<file path="src/rtl/rst_sequencer.sv">
module rst_sequencer #(
  parameter int NSUB        = 4,
  parameter int HOLD_CYCLES = 3000
) (
  input  logic            clk,
  input  logic            pwr_ok_n,
  input  logic            test_rst_n,
  input  logic            scan_mode,
  input  logic            sr_we,
  input  logic [NSUB-1:0] sr_wdata,
  output logic            periph_rst_n,
  output logic            periph_srst,
  output logic            cpu_rst_n,
  output logic            cpu_srst,
  output logic [NSUB-1:0] sub_rst_n,
  output logic [NSUB-1:0] sub_srst
);

  localparam int CW = $clog2(HOLD_CYCLES + 1);

  logic            trig_n;
  logic            meta_q, filt_q;
  logic [NSUB-1:0] soft_q, soft_d;
  logic            soft_busy;
  logic [CW-1:0]   cnt;
  logic            go;

  assign trig_n    = pwr_ok_n & test_rst_n;
  assign soft_busy = |(soft_q | soft_d);

  always_ff @(posedge clk or negedge trig_n) begin
    if (!trig_n) begin
      meta_q <= 1'b0;
      filt_q <= 1'b0;
    end else begin
      meta_q <= 1'b1;
      filt_q <= meta_q;
    end
  end

  always_ff @(posedge clk or negedge trig_n) begin
    if (!trig_n) begin
      soft_q <= '0;
      soft_d <= '0;
    end else begin
      if (sr_we) soft_q <= sr_wdata;
      soft_d <= soft_q;
    end
  end

  always_ff @(posedge clk or negedge trig_n) begin
    if (!trig_n) begin
      cnt <= '0;
      go  <= 1'b0;
    end else if (!go) begin
      if (!filt_q || soft_busy)
        cnt <= '0;
      else if (cnt == CW'(HOLD_CYCLES - 1))
        go <= 1'b1;
      else
        cnt <= cnt + CW'(1);
    end
  end

  assign periph_rst_n = trig_n & (filt_q | scan_mode);
  assign periph_srst  = ~filt_q;
  assign cpu_rst_n    = trig_n & (go | scan_mode);
  assign cpu_srst     = ~go;
  assign sub_rst_n    = {NSUB{periph_rst_n}} & (~(soft_q | soft_d) | {NSUB{scan_mode}});
  assign sub_srst     = {NSUB{periph_srst}} | soft_d;

endmodule

</file>
<file path="config.mk">
export PLATFORM = sky130hd
export DESIGN_NAME = rst_sequencer
export DESIGN_NICKNAME = d
export VERILOG_FILES = /design/src/rtl/rst_sequencer.sv
export SDC_FILE = /design/constraint.sdc
export NUM_CORES = 1
export LEC_CHECK = 0
export BUFFER_PORTS_ARGS = -buffer_cell sky130_fd_sc_hd__buf_4
export CORE_UTILIZATION = 40
export CTS_BUF_LIST = sky130_fd_sc_hd__clkbuf_2 sky130_fd_sc_hd__clkbuf_4 sky130_fd_sc_hd__clkbuf_8
export DETAILED_ROUTE_END_ITERATION = 10
export PLACE_DENSITY_LB_ADDON = 0.05
export SKIP_LAST_GASP = 1
export SLEW_MARGIN = 20
export SYNTH_ARGS = -nofsm -noshare
export SYNTH_HDL_FRONTEND = slang
export SYNTH_SLANG_ARGS = --single-unit
</file>
<file path="constraint.sdc">
create_clock -name clk -period 1.94 [get_ports clk]
set_input_delay 0.485 -clock clk [delete_from_list [all_inputs] [get_ports clk]]
set_output_delay 0.485 -clock clk [all_outputs]
set_load 0.02 [all_outputs]
</file>
; After elaboration in Yosys (flattened, before gate mapping)
; Cells that the tools add are included.
[word_totals]
output_inout_bits = 12
word_cells = 30
reg_bits = 23
input_bits = 9
[op_classes]
mux = 5
n_eq_ne = 2
bitwise = 12
n_reduce_logical = 4
add_sub_neg = 1
[op_table]
columns = cell, n
row1 = two-way mux 12 bit, 2
row2 = "adder 12 x 1 -> 12 bit, second input constant", 1
row3 = "== test 12 bit, second input constant", 1
row4 = OR 4 bit, 3
row5 = bitwise AND 4 bit, 1
row6 = inverter 4 bit, 1
row7 = OR reduction 4 bit, 1
row8 = bitwise AND 1 bit, 3
row9 = two-way mux 1 bit, 3
row10 = "!= test 2 bit, second input constant", 1
row11 = inverter 1 bit, 2
row12 = OR 1 bit, 2
row13 = AND reduction 2 bit, 1
row14 = logical NOT 1 bit, 1
row15 = logical OR 1 bit, 1

; Logic depth before layout (Yosys ltp)
[logic_depth]
ltp_word = 5
mapped_depth = 6
ltp_nobuf = 6

; Least setup slack after synthesis
; No wires, ideal clock.
[synth_path]
kind = register -> register
startpoint = register soft_d[1]
endpoint = register cnt[3]
required_time_ps = 1870
n_path_buf = 0
path_stages_with_launch = 5
t_arrival_ps = 1829
path_slack_ps = 41
period_less_slack_ps = 1899
setup_time_ps = 70
path_cell_list = dfrtp_1 or4_1 nor4_4 or4b_1 nand3_1
[synth_between]
elab_chain_cells = 5
elab_cells_between_ends = 6
cone_classes = 1 x eq/ne / 1 x mux / 1 x bitwise / 3 x reduce/logical
[synth_lines]
columns = item, line
row1 = "start, declared", 23  ; logic [NSUB-1:0] soft_q, soft_d;
row2 = "start signal, assigned", 47  ; soft_d <= soft_q;
row3 = OR 4 bit *, 29  ; assign soft_busy = |(soft_q | soft_d);
row4 = OR reduction 4 bit *, 29
row5 = logical OR 1 bit *, 56  ; if (!filt_q || soft_busy)
row6 = != test 2 bit (no line), n/a
row7 = AND reduction 2 bit (no line), n/a
row8 = "end signal, assigned", 61  ; cnt <= cnt + CW'(1);
row9 = "end, declared", 25  ; logic [CW-1:0] cnt;
; Every way passes the cells marked *; elsewhere a longest branch is shown, timed or not.
; A chain may end at the register's enable or synchronous reset.

; Final worst setup path
[layout_path]
startpoint = register soft_q[2]
endpoint = output port sub_rst_n[2]
[layout_between]
elab_chain_cells = 4
[layout_lines]
columns = item, line
row1 = "start, declared", 23
row2 = "start signal, assigned", 46  ; if (sr_we) soft_q <= sr_wdata;
row3 = OR 4 bit, 69  ; assign sub_rst_n = {NSUB{periph_rst_n}} & (~(soft_q | soft_d) | {NSUB{scan_mode}});
row4 = inverter 4 bit, 69
row5 = OR 4 bit, 69
row6 = bitwise AND 4 bit, 69
row7 = "end, declared", 15  ; output logic [NSUB-1:0] sub_rst_n,
; No other way between the ends.

==> reports/results.ini <==
[sta]
finalHoldViolations=0
maxSlewViolCount=0
setup_viol=0
finalCriticalPeriod_ns=1.92
fmax_ghz=0.521
fin_hold_ws_ns=0.194
min_period_over_period_pct=99.0
rsz0062_at_grt=yes
skew_ns=0.00269

[floorplanning]
dieWidth_um=56.2
fp.coreArea_um2=2760
dieArea_um2=3160
die_h_um=56.2
pin_count=21
rows=19
start_util_pct=42.6

[setup_path]
cp-start-kind=register
required_ns=1.45
end_kind=output pin
crit_fanout=4
arrival_ns=1.44
cp_cell_sequence=or3b_4, a21oi_2, buf_4
crit_family=simple AND/OR/NAND/NOR gates
cpMaxStageDelayCell=or3b_4
max_stage_delay_ns=0.44
critPathBufInv=1
critPathKind=reg2out

[drt]
dr.pass1.iters=4
vias=962
vias_per_cell=5.37
drt_iter0_drc=16
routed_wl_um=2510
wl_per_cell_um=14.0
antenna_left=0
drc=0

[place]
gp_congestion=0.850
portBuffers=20
dp.cells=172
dp_hpwl_um=1880

[pwr]
power_density_nw_per_um2=570
sw_frac_of_total_pct=25.3
power_switching_w=0.000216
vdd_drop_max_v=0.000331
combPwrFrac_pct=14.3
leakage_nw=0.686
clkPwrFrac_pct=25.6
seq_power_share_pct=60.1
p_int_w=0.000635

[layout]
fin_cells=179
regArea_um2=576
antenna_cells=0
fillers=249
drive_gt1_share_pct=33.8
final_util_pct=54.1
nNetsFinal=159
syn_to_final_growth_pct=27.0
multi_input_area_um2=584

[global_routing]
grt_antenna_before_repair=0
overflow=0
grt_pass1_vias=945
grt_max_degree=20
grt_pass1_wl_um=4310
grt_usage_pct=17.5

[min_path]
min_path_type=in2async

[cts]
cts_tree=built
path_clk_slew_ns=0.12
cts_sinks=23
h-tree-depth=1
cts_max_path_buffers=2
clk-insertion-delay-late_ns=0.30
root_buffer=clkbuf_4
cts_made_buffers=3
cts_hold_buf=0

[logic_synthesis]
ys_top_cells_by_area=dfrtp_1 (49%), a21oi_1 (4.3%), mux2i_1 (4.3%)
synth_top_area_share_pct=49.0
synth-simple-area-share_pct=26.3
synth_top_area_cell=dfrtp_1
yosys.area_share.adder_pct=1.06
synth-edff-count=0
synth_area_per_cell_um2=10.0
netlist_area_um2=1170
synth_seq_area_share_pct=49.0
synth_seq_cells=23
yosysWarnings=0
synthFlopType=dfrtp_1
synth_cell_types=35
ys_async_sr_fraction_pct=100
synth-xor-area-share_pct=0
syn-num-nets=127
synth_top_family_by_area=simple AND/OR/NAND/NOR gates
synth_compound_area_share_pct=11.3
synthMuxAreaShare_pct=8.09
synthCells=117

[status]
status=finished, final reports clean

[job]
drv_cap=0

==> cells in the mapped netlist, types with 2 or more instances <==
library cell / count
and3_1: 3
inv_1: 7
o21a_1: 2
clkbuf_1: 4
nor3_2: 2
nor2_1: 5
o21ai_0: 4
a21oi_1: 10
nand2_1: 7
mux2_2: 4
nand3_1: 8
or2b_1: 5
o211ai_1: 2
mux2i_1: 5
nand4_1: 7
dfrtp_1: 23
==> power by group through the flow <==
| stage | logic (W) | clock network, W | registers [W] |
|---|---|---|---|
| 6_report | 0.000122 | 0.000218 | 0.000511 |
| 5_1_grt | 0.000133 | 0.000255 | 0.000513 |
| 4_1_cts | 0.000112 | 0.000231 | 0.000510 |
| 3_5_place_dp | 0.000106 | 0 | 0.000520 |
| 3_3_place_gp | 0.000105 | 0 | 0.000518 |
| 2_1_floorplan | 0.0000608 | 0 | 0.000516 |
==> timing repair <==
action | 4_1_cts | 5_1_grt
buffers inserted | 1 | 2
cloned | 0 | 0
endpoints found under the setup margin | 2 | 7
resized for setup | 2 | 6
==> cell families after synthesis <==
kind of cell	after synthesis
DFF	23
adders and majority gates	1
muxes	9
buffers and inverters	12
and+or+nand+nor	49
AOI/OAI and AO/OA	22
other	1
==> metrics by stage <==
stage | worst slack [ns] | TNS, ns | instance area, um^2 | power (W)
2_1_floorplan | 0.0412 | 0 | 1170 | 0.000577
3_3_place_gp | 0.103 | 0 | 1410 | 0.000623
3_5_place_dp | 0.0997 | 0 | 1410 | 0.000626
4_1_cts | -0.0206 | -0.0206 | 1450 | 0.000853
5_1_grt | -0.0392 | -0.0450 | 1490 | 0.000901
6_report | 0.0190 | 0 | 1490 | 0.000851
==> sequential cells by signal, indices dropped and copies added, names as in the netlist <==
register	flops
soft_q	4
go	1
soft_d	4
cnt	12
filt_q	1
meta_q	1
==> cell type report <==
cell class	count	share of cell area, %
timing repair buffer	32	16.1
tap	31	2.60
multi-input combinational	82	39.1
inverter	7	1.76
clock inverter	1	0.335
sequential	23	38.6
clock buffer	3	1.51
==> per-layer routing <==
metal / wire [um] / global-route usage (%) / up-vias
li1: - / - / 483
met1: 1280 / 25.8 / 460
met2: 1150 / 25.2 / 17
met3: 70 / 3.02 / 2
met4: 16 / 7.67 / 0
met5: 0 / 0 / -
==> worst reg2reg max path: stages, from the launching register on <==
cell     delay (ns)
dfrtp_1        0.41
or4_4          0.58
nor4_4         0.21
or4b_1         0.46
nand3_1        0.09
==> path summary, 6_finish.rpt <==
path	from	end	slack, ns	cells after the start
setup reg to reg	soft_d[1]$_DFF_PN0_	cnt[3]$_DFFE_PN0P_	0.13	4
max in group asynchronous	pwr_ok_n	cnt[2]$_DFFE_PN0P_	1.26	4
hold / removal	test_rst_n	soft_q[1]$_DFFE_PN0P_	0.19	3
setup / recovery	soft_q[2]$_DFFE_PN0P_	sub_rst_n[2]	0.02	3
min in group clk	meta_q$_DFF_PN0_	filt_q$_DFF_PN0_	0.36	0
hold reg to reg	meta_q$_DFF_PN0_	filt_q$_DFF_PN0_	0.36	0
==> placed cells by master (no fill, tap or decap), types with 5 or more instances in the layout <==
cell type,instances
inv_1,7
nand4_1,7
nand2_1,7
a21oi_1,9
or2b_1,5
dfrtp_1,23
mux2i_1,5
nand3_1,8
buf_4,32
(Power assumes the default switching activity.)
